**src/rtl/addsub_pkg.sv**
```systemverilog
package addsub_pkg;

  typedef enum logic {
    ADDSUB_ADD = 1'b0,
    ADDSUB_SUB = 1'b1
  } addsub_op_e;

  // one-bit full adder pieces
  function automatic logic fa_sum(input logic a, input logic b, input logic ci);
    return a ^ b ^ ci;
  endfunction

  function automatic logic fa_carry(input logic a, input logic b, input logic ci);
    return (a & b) | (ci & (a ^ b));
  endfunction

  // signed range violation: like-signed adder inputs, sum of opposite sign
  function automatic logic ovf_signed(input logic a_msb, input logic b_msb, input logic s_msb);
    return (a_msb == b_msb) && (s_msb != a_msb);
  endfunction

  // unsigned range violation: carry on add, missing carry on subtract
  function automatic logic ovf_unsigned(input logic cout, input logic sub);
    return cout ^ sub;
  endfunction

endpackage

```
**src/rtl/addsub_operand.sv**
```systemverilog
module addsub_operand
  import addsub_pkg::*;
#(
  parameter int W = 4
) (
  input  logic [W-1:0] y_in,
  input  logic         sub_sel,
  output logic [W-1:0] b_out,
  output logic         carry_in
);
  addsub_op_e op;
  assign op       = addsub_op_e'(sub_sel);
  assign b_out    = y_in ^ {W{op == ADDSUB_SUB}};
  assign carry_in = (op == ADDSUB_SUB);
endmodule

```
**src/rtl/addsub_ripple.sv**
```systemverilog
module addsub_ripple
  import addsub_pkg::*;
#(
  parameter int W = 4
) (
  input  logic [W-1:0] a,
  input  logic [W-1:0] b,
  input  logic         cin,
  output logic [W-1:0] sum,
  output logic         cout
);
  logic [W:0] chain;
  assign chain[0] = cin;

  for (genvar i = 0; i < W; i++) begin : g_bit
    assign sum[i]     = fa_sum(a[i], b[i], chain[i]);
    assign chain[i+1] = fa_carry(a[i], b[i], chain[i]);
  end

  assign cout = chain[W];
endmodule

```
**src/rtl/addsub_flag.sv**
```systemverilog
module addsub_flag
  import addsub_pkg::*;
(
  input  logic a_msb,
  input  logic b_msb,
  input  logic s_msb,
  input  logic cout,
  input  logic sub_sel,
  input  logic signed_mode,
  output logic sgn_err,
  output logic uns_err,
  output logic err
);
  assign sgn_err = ovf_signed(a_msb, b_msb, s_msb);
  assign uns_err = ovf_unsigned(cout, sub_sel);
  // mode bit steers the two-way select: 1 picks the signed rule
  assign err     = signed_mode ? sgn_err : uns_err;
endmodule

```
**src/rtl/addsub_ovf.sv**
```systemverilog
module addsub_ovf #(
  parameter int WIDTH = 4
) (
  input  logic [WIDTH-1:0] op_x,
  input  logic [WIDTH-1:0] op_y,
  input  logic             sub_sel,
  input  logic             signed_mode,
  output logic [WIDTH-1:0] result,
  output logic             err
);
  localparam int MSB = WIDTH - 1;

  logic [WIDTH-1:0] b_eff;
  logic             cin;
  logic [WIDTH-1:0] sum_w;
  logic             carry_out;
  logic             sgn_err;
  logic             uns_err;

  addsub_operand #(.W(WIDTH)) u_operand (
    .y_in     (op_y),
    .sub_sel  (sub_sel),
    .b_out    (b_eff),
    .carry_in (cin)
  );

  addsub_ripple #(.W(WIDTH)) u_ripple (
    .a    (op_x),
    .b    (b_eff),
    .cin  (cin),
    .sum  (sum_w),
    .cout (carry_out)
  );

  addsub_flag u_flag (
    .a_msb       (op_x[MSB]),
    .b_msb       (b_eff[MSB]),
    .s_msb       (sum_w[MSB]),
    .cout        (carry_out),
    .sub_sel     (sub_sel),
    .signed_mode (signed_mode),
    .sgn_err     (sgn_err),
    .uns_err     (uns_err),
    .err         (err)
  );

  assign result = sum_w;
endmodule

```
**config.mk**
```make
export PLATFORM = sky130hd
export DESIGN_NAME = addsub_ovf
export DESIGN_NICKNAME = d
export VERILOG_FILES = /design/src/rtl/addsub_pkg.sv /design/src/rtl/addsub_operand.sv /design/src/rtl/addsub_ripple.sv /design/src/rtl/addsub_flag.sv /design/src/rtl/addsub_ovf.sv
export SDC_FILE = /design/constraint.sdc
export NUM_CORES = 1
export LEC_CHECK = 0
export CORE_AREA = 2 2 39 41
export DETAILED_ROUTE_END_ITERATION = 12
export DIE_AREA = 0 0 41 43
export DONT_BUFFER_PORTS = 1
export GPL_TIMING_DRIVEN = 0
export PLACE_DENSITY = 0.3
export SYNTH_ARGS = -nofsm -noshare
export SYNTH_HDL_FRONTEND = slang
export SYNTH_SLANG_ARGS = --single-unit
```
**constraint.sdc**
```tcl
create_clock -name vclk -period 2.4
set_input_delay 0.12 -clock vclk [all_inputs]
set_output_delay 0.12 -clock vclk [all_outputs]
set_load 0.05 [all_outputs]
```
# Word-level counts from Yosys, hierarchy flattened

Cells that the tools add are included.

Register bits: 0
Input port bits: 10
Output and inout port bits: 5
Word-level logic and storage cells: 26

Equality and inequality tests: 2
Muxes and demuxes: 1
Bitwise logic cells: 22
Reduce and logical (&&, ||, !) cells: 1

Operators with widths:

| cell                | number |
|---|---|
| $xor A1 B1 Y1       | 9 |
| $and A1 B1 Y1       | 8 |
| $or A1 B1 Y1        | 4 |
| $xor A4 B4 Y4       | 1 |
| $eq A1 B1 Y1        | 1 |
| $logic_and A1 B1 Y1 | 1 |
| $mux W1             | 1 |
| $ne A1 B1 Y1        | 1 |

# Logic depth before layout (Yosys ltp)

Depth in word-level cells: 12
Mapped depth: 9
Gate-level depth less buffers: 8

# Cells and area by module

A second synthesis with hierarchy kept.

Cell total of the unflattened synthesis: 27
Area total of the unflattened synthesis: 219.0 um^2

Modules (own cells, without submodules):

| module         | times used | cells an instance | area an instance (um^2) | seq. area each (um^2) |
|---|---|---|---|---|
| addsub_ripple  | 1          | 14                | 117.6                   | 0.0 |
| addsub_flag    | 1          | 8                 | 58.8                    | 0.0 |
| addsub_operand | 1          | 5                 | 42.5                    | 0.0 |

# Worst setup path after synthesis

OpenSTA, ideal clock, no wires.

Kind: input-to-output
From: input port sub_sel
To: output port err
Data arrival time: 2436 ps
Data required time: 2280 ps
Setup slack: -156 ps
Cell stages on the path: 9
Path buffers: 1
Cells stage by stage: buf_6 -> xnor2_1 -> fa_1 -> inv_1 -> fa_1 -> inv_1 -> fa_1 -> xor2_1 -> o22ai_1

Longest elaborated chain between the ends: 12

RTL lines:

| item                                                        | RTL line                           | text |
|---|---|---|
| from (decl)                                                 | addsub_ovf.sv:6                    | `input logic sub_sel,` |
| $xor A4 B4 Y4                                               | addsub_operand.sv:13               | `assign b_out = y_in ^ {W{op == ADDSUB_SUB}};` |
| $xor A1 B1 Y1                                               | addsub_pkg.sv:14                   | `return (a & b) \| (ci & (a ^ b));` |
| $and A1 B1 Y1                                               | addsub_pkg.sv:14                   |  |
| $or A1 B1 Y1                                                | addsub_pkg.sv:14                   |  |
| $and A1 B1 Y1                                               | addsub_pkg.sv:14                   |  |
| $or A1 B1 Y1                                                | addsub_pkg.sv:14                   |  |
| $and A1 B1 Y1                                               | addsub_pkg.sv:14                   |  |
| $or A1 B1 Y1                                                | addsub_pkg.sv:14                   |  |
| $and A1 B1 Y1 / $xor A1 B1 Y1 (equally long branches)       | addsub_pkg.sv:14, addsub_pkg.sv:10 |  |
| $or A1 B1 Y1 / $ne A1 B1 Y1 (equally long branches)         | addsub_pkg.sv:14, addsub_pkg.sv:19 |  |
| $xor A1 B1 Y1 / $logic_and A1 B1 Y1 (equally long branches) | addsub_pkg.sv:24, addsub_pkg.sv:19 |  |
| $mux W1 *                                                   | addsub_flag.sv:17                  | `assign err = signed_mode ? sgn_err : uns_err;` |
| to (decl)                                                   | addsub_ovf.sv:9                    | `output logic err` |

Mark *: on every way between the ends. The rest lies on a longest branch, timed or not.

# Worst setup path in the final report

Ends and elaborated chain as after synthesis.

==> results_dict.tcl <==
set metrics [dict create \
    status "finished clean" \
    final-hold-violation-count 0 \
    path_class "in2out" \
    wl_per_cell_microns 8.16 \
    synth_area_sq_um 200 \
    synth_top_area_share_pct 30.0 \
    post-route-util_pct 16.9 \
    place_ws_ps 37.7 \
    cts_setup_buffers 0 \
    drtIter0Drc 0 \
    grt_pass1_vias 134 \
    antenna_cells 0 \
    dieArea_sq_um 1760 \
    p_leak_nw 0.114 \
    crit_start "sub_sel" \
    synth_warnings 0 \
    arrival_ps 2100 \
    drive_above_1_share_pct 18.2 \
    coreArea_sq_um 1380 \
    ant_nets 0 \
    ys_types 11 \
    holdCritStartpoint "signed_mode" \
    worstSetupEndpointType "output pin" \
    start_util_pct 14.5 \
    setup_viol 0 \
    clkbuf_count 0 \
    finalCriticalPeriod_ps 2220 \
    grt_max_degree 6 \
    seq_cells 0 \
    via_per_inst 3.18 \
    dp.cells 38 \
    die_h_microns 43 \
    synth_nets 36 \
    rsz0062_at_grt "false" \
    vias 121 \
    max-cap-violations 0 \
    hold_class "in2out" \
    crit_required_ps 2280 \
    ios 15 \
    avgSynthCellArea_sq_um 9.10 \
    drc 0 \
    setup_slack_ps 184 \
    drv_slew 0 \
    regArea_sq_um 0 \
    die_w_microns 41 \
    nets 38 \
    max_slew_margin_pct 33.1 \
    syn_inst 22 \
    syn2layout_area_growth_pct 16.9 \
    io_buffers 0 \
    fin_crit_sh_pct 92.3 \
    antenna_found_initial 0 \
    drt_pre_antenna_iters 1 \
    num_rows 14 \
    total_power_w 0.000136 \
    grt_use_total_pct 3.93 \
    power_density_nw_per_um2 582 \
    dpl.hpwl_microns 311 \
    fin_cells 38 \
    synth.area.top_cells "fa_1 (30%), xor2_1 (18%), inv_1 (13%)" \
    timing.fmax_mhz 451 \
    tightest_slew_ps 1000 \
    ir_drop_uv 93.6 \
    startpoint_type "input port" \
    gr-total-overflow 0 \
    final.setup.tns_ps 0 \
    path_max_fanout 5 \
    grt_pass1_wl_microns 524 \
    gp_congestion 0.616 \
    yosys.area.top_type "fa_1" \
    ys_seq_area_share_pct 0 \
    routed_wirelength_microns 310 \
]
[layout by cell type (no fill, tap or decap)]
master    count
inv_1         7
xnor2_1       1
o22ai_4       1
xor2_2        1
mux2i_1       1
ha_1          1
nand2b_1      1
buf_6         1
fa_1          3
buf_4         1
xor2_1        4
[worst paths after layout]
check / end / cells past startpoint / slack, ps
max: err / 9 / 180
min: err / 1 / 350
[report_power, final]
part | switching (W) | leakage (nW) | internal (W)
combinational | 0.0000993 | 0.114 | 0.0000368
clock | 0 | 0 | 0
sequential | 0 | 0 | 0
[final cells by class]
class | instances | area (sq um)
inverters | 7 | 26.3
multi-input cells | 13 | 169
well taps | 16 | 20.0
fillers | 160 | 1150
plain buffers | 2 | 18.8
[cells by family (layout without fill, tap and decap cells)]
| family | count (synthesis) | in the layout | share of synthesized area [%] |
|---|---|---|---|
| compound gates | 1 | 1 | 3.13 |
| mux | 1 | 1 | 5.00 |
| simple gates | 1 | 1 | 3.13 |
| buf+inv | 9 | 9 | 22.5 |
| xor+xnor | 6 | 6 | 30.0 |
| fa+ha+maj | 4 | 4 | 36.3 |
[metal layers]
| metal | vias up | GRT usage (%) | part of all wire [%] | wire length (microns) |
|---|---|---|---|---|
| met5 | - | 0 | 0 | 0 |
| met3 | 0 | 0 | 3.2 | 10 |
| met4 | 0 | 0 | 0 | 0 |
| met2 | 3 | 7.81 | 68 | 212 |
| li1 | 59 | - | - | - |
| met1 | 59 | 4.55 | 28 | 88 |
[critical path, stage by stage]
cell	delay, ps
buf_6	110
xnor2_1	200
fa_1	190
inv_1	40
fa_1	350
inv_1	80
fa_1	440
xor2_1	190
o22ai_4	380
[cells in the mapped netlist]
library cell,count
xor2_2,1
fa_1,3
o22ai_1,1
buf_6,1
xor2_1,4
buf_4,1
nand2b_1,1
mux2i_1,1
xnor2_1,1
inv_1,7
ha_1,1
[what timing repair did]
item,CTS,global route
hold buffers,0,0
resized for setup,0,1
endpoints found under the setup margin,0,1
[metrics by stage]
step	area, sq um	hold slack (ps)
finish	234	354
global placement	226	415
global route	234	357
detailed placement	226	414
floorplan	206	410
CTS	226	414
Power figures use the tool's default switching activity.
